File: src/rtl/one_shot_pkg.sv
package one_shot_pkg;

    typedef enum logic {
        OS_NONRETRIG = 1'b0,
        OS_RETRIG    = 1'b1
    } os_mode_e;

    // Sampled pin bundle; order matters only for the idle constant below.
    typedef struct packed {
        logic arm_n;   // active-low trigger pin
        logic arm;     // active-high trigger pin
        logic clr_n;   // active-low clear
    } os_pins_t;

    localparam os_pins_t OS_PINS_IDLE = '{arm_n: 1'b1, arm: 1'b0, clr_n: 1'b1};
    localparam int       OS_SYNC_STAGES = 2;

    // The block is "enabled" when disarm conditions are all absent; a trigger
    // is the moment it becomes enabled from a state where it was not.
    function automatic logic os_enabled(os_pins_t p);
        return p.clr_n & ~p.arm_n & p.arm;
    endfunction

    function automatic logic os_fire(os_pins_t cur, os_pins_t prev);
        return os_enabled(cur) & ~os_enabled(prev);
    endfunction

endpackage

File: src/rtl/os_sync.sv
module os_sync #(
    parameter int               N_BITS  = 3,
    parameter int               STAGES  = 2,
    parameter logic [N_BITS-1:0] RST_VAL = '0
) (
    input  logic              clk,
    input  logic              rst,
    input  logic [N_BITS-1:0] d_i,
    output logic [N_BITS-1:0] q_o
);
    logic [N_BITS-1:0] stg [STAGES];

    for (genvar i = 0; i < STAGES; i++) begin : g_stage
        if (i == 0) begin : g_first
            always_ff @(posedge clk) begin
                if (rst) stg[0] <= RST_VAL;
                else     stg[0] <= d_i;
            end
        end else begin : g_next
            always_ff @(posedge clk) begin
                if (rst) stg[i] <= RST_VAL;
                else     stg[i] <= stg[i-1];
            end
        end
    end

    assign q_o = stg[STAGES-1];
endmodule

File: src/rtl/os_trig_detect.sv
module os_trig_detect
    import one_shot_pkg::*;
(
    input  logic     clk,
    input  logic     rst,
    input  os_pins_t pins_i,
    output logic     fire_o,
    output logic     clr_act_o
);
    os_pins_t prev_q;

    always_ff @(posedge clk) begin
        if (rst) prev_q <= OS_PINS_IDLE;
        else     prev_q <= pins_i;
    end

    assign fire_o    = os_fire(pins_i, prev_q);
    assign clr_act_o = ~pins_i.clr_n;

    // a disarming level on either trigger pin blocks any trigger
    p_gate_r3: assert property (@(posedge clk) disable iff (rst)
        (pins_i.arm_n || !pins_i.arm) |-> !fire_o);
endmodule

File: src/rtl/os_width_reg.sv
module os_width_reg #(
    parameter int               CNT_W = 16,
    parameter logic [CNT_W-1:0] RST_W = 16'd1
) (
    input  logic             clk,
    input  logic             rst,
    input  logic             ld_i,
    input  logic [CNT_W-1:0] width_i,
    output logic [CNT_W-1:0] width_o
);
    always_ff @(posedge clk) begin
        if (rst)       width_o <= RST_W;
        else if (ld_i) width_o <= width_i;
    end

    // a load strobe captures the parallel input
    p_load_r11: assert property (@(posedge clk) disable iff (rst)
        ld_i |=> width_o == $past(width_i));
endmodule

File: src/rtl/os_width_timer.sv
module os_width_timer
    import one_shot_pkg::*;
#(
    parameter int CNT_W = 16
) (
    input  logic             clk,
    input  logic             rst,
    input  logic             fire_i,
    input  logic             clr_act_i,
    input  os_mode_e         mode_i,
    input  logic [CNT_W-1:0] width_i,
    output logic             busy_o
);
    localparam logic [CNT_W-1:0] ONE = CNT_W'(1);

    logic [CNT_W-1:0] cnt_q;
    logic             may_load;

    assign may_load = fire_i && (width_i != '0) &&
                      (mode_i == OS_RETRIG || cnt_q == '0);

    always_ff @(posedge clk) begin
        if (rst)                cnt_q <= '0;
        else if (clr_act_i)     cnt_q <= '0;
        else if (may_load)      cnt_q <= width_i;
        else if (cnt_q != '0)   cnt_q <= cnt_q - ONE;
    end

    assign busy_o = (cnt_q != '0);

    // an active clear leaves the timer idle on the next cycle
    p_clear_r2: assert property (@(posedge clk) disable iff (rst)
        clr_act_i |=> !busy_o);

    // without trigger or clear a running pulse counts down by one
    p_span_r4: assert property (@(posedge clk) disable iff (rst)
        (busy_o && !fire_i && !clr_act_i) |=> cnt_q == $past(cnt_q) - ONE);

    // a retrigger restarts from the full width
    p_restart_r7: assert property (@(posedge clk) disable iff (rst)
        (fire_i && mode_i == OS_RETRIG && !clr_act_i && width_i != '0)
        |=> cnt_q == $past(width_i));

    // in non-retriggerable mode a running pulse ignores triggers
    p_ignore_r8: assert property (@(posedge clk) disable iff (rst)
        (mode_i == OS_NONRETRIG && busy_o && !clr_act_i)
        |=> cnt_q == $past(cnt_q) - ONE);

    // zero width never starts a pulse
    p_zero_r9: assert property (@(posedge clk) disable iff (rst)
        (fire_i && width_i == '0 && !busy_o && !clr_act_i) |=> !busy_o);
endmodule

File: src/rtl/one_shot_gen.sv
module one_shot_gen
    import one_shot_pkg::*;
#(
    parameter int               CNT_W       = 16,
    parameter int               SYNC_STAGES = OS_SYNC_STAGES,
    parameter logic [CNT_W-1:0] RST_WIDTH   = 16'd1
) (
    input  logic             clk,
    input  logic             rst,
    input  logic             clr_n_i,
    input  logic             trig_lo_n_i,
    input  logic             trig_hi_i,
    input  logic             retrig_i,
    input  logic [CNT_W-1:0] width_i,
    input  logic             width_ld_i,
    output logic             q_o,
    output logic             q_n_o
);
    localparam int PIN_W = $bits(os_pins_t);

    os_pins_t         raw_pins, sync_pins;
    logic [PIN_W-1:0] sync_vec;
    logic             fire, clr_act, busy;
    logic [CNT_W-1:0] width_q;

    assign raw_pins = '{arm_n: trig_lo_n_i, arm: trig_hi_i, clr_n: clr_n_i};

    os_sync #(
        .N_BITS (PIN_W),
        .STAGES (SYNC_STAGES),
        .RST_VAL(PIN_W'(OS_PINS_IDLE))
    ) u_sync (
        .clk(clk), .rst(rst), .d_i(raw_pins), .q_o(sync_vec)
    );

    assign sync_pins = os_pins_t'(sync_vec);

    os_trig_detect u_detect (
        .clk(clk), .rst(rst), .pins_i(sync_pins),
        .fire_o(fire), .clr_act_o(clr_act)
    );

    os_width_reg #(.CNT_W(CNT_W), .RST_W(RST_WIDTH)) u_wreg (
        .clk(clk), .rst(rst), .ld_i(width_ld_i),
        .width_i(width_i), .width_o(width_q)
    );

    os_width_timer #(.CNT_W(CNT_W)) u_timer (
        .clk(clk), .rst(rst), .fire_i(fire), .clr_act_i(clr_act),
        .mode_i(os_mode_e'(retrig_i)), .width_i(width_q), .busy_o(busy)
    );

    assign q_o   = busy;
    assign q_n_o = ~busy;

    // a pulse only begins right after the detector reported a trigger
    p_start_r10: assert property (@(posedge clk) disable iff (rst)
        $rose(q_o) |-> $past(fire));
endmodule

File: config.mk
export PLATFORM = sky130hd
export DESIGN_NAME = one_shot_gen
export DESIGN_NICKNAME = d
export VERILOG_FILES = /design/src/rtl/one_shot_pkg.sv /design/src/rtl/os_sync.sv /design/src/rtl/os_trig_detect.sv /design/src/rtl/os_width_reg.sv /design/src/rtl/os_width_timer.sv /design/src/rtl/one_shot_gen.sv
export SDC_FILE = /design/constraint.sdc
export NUM_CORES = 1
export LEC_CHECK = 0
export BUFFER_PORTS_ARGS = -buffer_cell sky130_fd_sc_hd__buf_2
export CAP_MARGIN = 30
export CORE_ASPECT_RATIO = 1.2
export CORE_UTILIZATION = 56
export DETAILED_ROUTE_END_ITERATION = 8
export MAX_ROUTING_LAYER = met4
export PLACE_DENSITY = 0.81
export RECOVER_POWER = 25
export SLEW_MARGIN = 15
export SYNTH_ARGS = -nofsm -noshare
export SYNTH_HDL_FRONTEND = slang
export SYNTH_SLANG_ARGS = --single-unit
export TNS_END_PERCENT = 20
File: constraint.sdc
create_clock -name clk -period 2.05 [get_ports clk]
set_input_delay 0.3075 -clock clk [delete_from_list [all_inputs] [get_ports clk]]
set_output_delay 0.3075 -clock clk [all_outputs]
set_load 0.05 [all_outputs]
==> run metrics <==
post-detail-place hpwl 2930 um; Crit Path Category reg -> out; global-route wire length before repair around 7000 um; hold_sp trig_lo_n_i; worst endpoint data arrival time 1.69 ns; Die H 66.0 um; Reg-to-Reg Start u_timer.cnt_q[10]$_SDFFE_PP0P_; Initial Utilization 60.4%; Chip Width between 50 and 60 um; fillers about 240; CTS tree built; Worst Hold Depth 2; Pwr Density between 1500 and 2000 nW/um^2; Synth top area share a little over two fifths; max_slew headroom a little over a third; Post-Syn Area roughly 1900 sq um; routed via count 1555; reg2reg end u_timer.cnt_q[5]$_SDFFE_PP0P_; flop-to-flop setup slack ~0.10 ns; H-tree depth 2; vias per cell slightly below 6; Mapped Nets ~220; endpoints failing hold 0; Async S/R FF share, synth 0%; worst min-delay path endpoint u_sync.stg[0][2]$_SDFF_PP1_; CTS root buf clkbuf_4; Top Ports 25; Crit path required time about 1.7 ns; total power between 0.003 and 0.004 W; routability congestion estimate approximately 0.9; Slew @ Worst Pin a little under 1 ns; Routed wire per std cell about 15 um; Comb pwr share between 50% and 60%; Core ar. between 3000 and 4000 sq um; Sw Pwr about 0.0014 W; Seq cells post-synth between 40 and 50; DRC viols 0; hold buffers post-CTS 0; YS warnings 0; Syn Inst Count 196; switching share of total power about two fifths; Layout Nets between 200 and 300; Seq pwr share about 36%; clock buffer depth 2; kind of end point of the critical path output port; DR pass1 iterations 4; largest net degree at the start of global routing 28; later-pin clock latency in the skew report approximately 0.34 ns; sequential share of the synthesized area 42.9%; Worst R2R Path Depth 5; clk slew on worst S/H paths 0.11 ns; DRT iter0 DRCs 35; class of the worst hold path in -> reg; prevailing post-synth register cell dfxtp_1; fmax ~0.5 GHz; fin. max-slew vios 0; vias in the first global route ~1500; crit path launch type register; total grt overflow 0; # diodes 0; DRT antenna net count 0; CTS sink count 41; number of synthesized flops with an enable pin 0; Period minus WS final 2.00 ns; fin crit share between 90 and 100%; Std-Cell Rows 22; Die Area ~3700 sq um; Avg Cell Area, Syn 9.76 sq um; Max-cap violations 0; Total Routing Usage GR between 20% and 30%; layout cells sized above 1 a little under a third; final WL between 3000 and 4000 um; Final Skew 0.0101 ns; Final Core Density between 70% and 80%; Leak between 0.9 and 1 nW; area leader, netlist dfxtp_1; worst vdd ir roughly 1400 uV; internal power approximately 0.0020 W; Synth cell types 46; Max FO, Critical Path 3; initial antenna violation count 0; area delta synth->final 15.9%; IO Port Bufs 24; Num CTS Buffers 5; largest cells by area after synthesis dfxtp_1 (43%), mux2i_1 (8.4%), nor2_1 (5.5%), nor4_1 (2.6%), a211oi_1 (2.4%); status complete, no violations; clock share of power 11.3%; setup violators final 0
[sequential cells by signal (all words and copies together), names as in the netlist]
signal / count
u_wreg.width_o: 16
u_sync.stg: 6
u_timer.cnt_q: 16
u_detect.prev_q: 3
[cells by family (layout without fill, tap and decap cells)]
group	Yosys count	after routing	share of synthesized area [%]
compound gates	28	28	11.6
xor+xnor	10	10	4.58
fa+ha+maj	2	2	1.31
buf+inv	15	48	4.18
flops	41	41	42.9
mux	17	17	8.96
simple gates	83	83	26.4
[repair_timing]
item / in CTS / in global routing
endpoints found under the hold margin: 0 / 0
setup buffers: 1 / 3
pin swaps: 1 / 2
endpoints found under the setup margin: 2 / 13
resized for setup: 7 / 9
[cell usage in the layout (no fill, tap or decap), types with 3 or more instances in the layout]
cell type  Yosys  final
dfxtp_1       41     38
nor4_1         8      8
a211oi_1       6      6
buf_4          0      9
nand4_1        4      4
nand2_1        7      7
mux2i_1       16     16
xnor2_1        5      5
xor2_1         5      5
or2_2          7      7
nand3_1        3      3
nor2b_1        6      6
o21ai_0        3      3
nor3_1         3      3
clkbuf_4       0      5
a21oi_1        5      5
nor2_1        28     28
buf_2          1     22
inv_1          6      3
[how the worst max path moves through the flow]
stage	slack (ns)	cells past startpoint	end	start
final	0.05	5	q_o	u_timer.cnt_q[9]$_SDFFE_PP0P_
after floorplan	0.09	5	u_timer.cnt_q[0]$_SDFFE_PP0P_	u_timer.cnt_q[6]$_SDFFE_PP0P_
after detailed placement	0.02	8	u_timer.cnt_q[15]$_SDFFE_PP0P_	u_timer.cnt_q[1]$_SDFFE_PP0P_
after global placement	0.13	5	u_timer.cnt_q[15]$_SDFFE_PP0P_	u_timer.cnt_q[10]$_SDFFE_PP0P_
after global routing	-0.04	5	q_o	u_timer.cnt_q[9]$_SDFFE_PP0P_
after CTS	0.003	6	q_o	u_timer.cnt_q[1]$_SDFFE_PP0P_
[metrics by stage]
stage / setup slack, ns / TNS (ns) / hold WS (ns) / instances / instance area [sq um]
after detailed placement: 0.0228 / 0 / 0.393 / 253 / 2080
after global routing: -0.0419 / -0.0614 / 0.134 / 265 / 2220
after global placement: 0.128 / 0 / 0.392 / 253 / 2080
after floorplan: 0.0920 / 0 / 0.389 / 196 / 1920
final: 0.0523 / 0 / 0.147 / 265 / 2220
after CTS: 0.00340 / 0 / 0.139 / 262 / 2160
[worst max-delay path: stages (launching register included)]
cell	delay, ns
dfxtp_1	0.36
nor4_4	0.33
buf_4	0.17
and4_4	0.21
clkinvlp_4	0.11
buf_8	0.16
[synth_stat cells (all sizes together), types with 3 or more instances]
cell type  instances
a211oi             6
a21oi              5
a31oi              3
buf                5
clkbuf             4
dfxtp             41
inv                6
mux2i             16
nand2              7
nand3              3
nand4              4
nor2              28
nor2b              6
nor3               5
nor4              10
o21ai              3
or2                7
xnor2              5
xor2               5
[cell type report]
class / count / area, sq um / share of cell area (%)
sequential: 41 / 827 / 37.3
tap: 36 / 45.0 / 2.03
clock inverter: 2 / 10.0 / 0.451
multi-input combinational: 140 / 1050 / 47.4
inverter: 6 / 26.3 / 1.19
clock buffer: 6 / 41.3 / 1.86
timing repair buffer: 34 / 216 / 9.76
[layer usage]
| layer | wire length (um) | global-route usage [%] | up-vias |
|---|---|---|---|
| met2 | 1890 | 40.1 | 44 |
| li1 | - | - | 774 |
| met1 | 1770 | 30.6 | 723 |
| met5 | 0 | - | - |
| met4 | 115 | 11.3 | 0 |
| met3 | 191 | 5.48 | 14 |
[power groups by stage]
stage	Clock [W]	Sequential, W	Combinational [W]
2_1_floorplan	0	0.00115	0.00122
6_report	0.000381	0.00120	0.00179
3_5_place_dp	0	0.00120	0.00153
5_1_grt	0.000423	0.00122	0.00196
3_3_place_gp	0	0.00118	0.00150
4_1_cts	0.000390	0.00119	0.00162
Power figures use the tool's default switching activity.
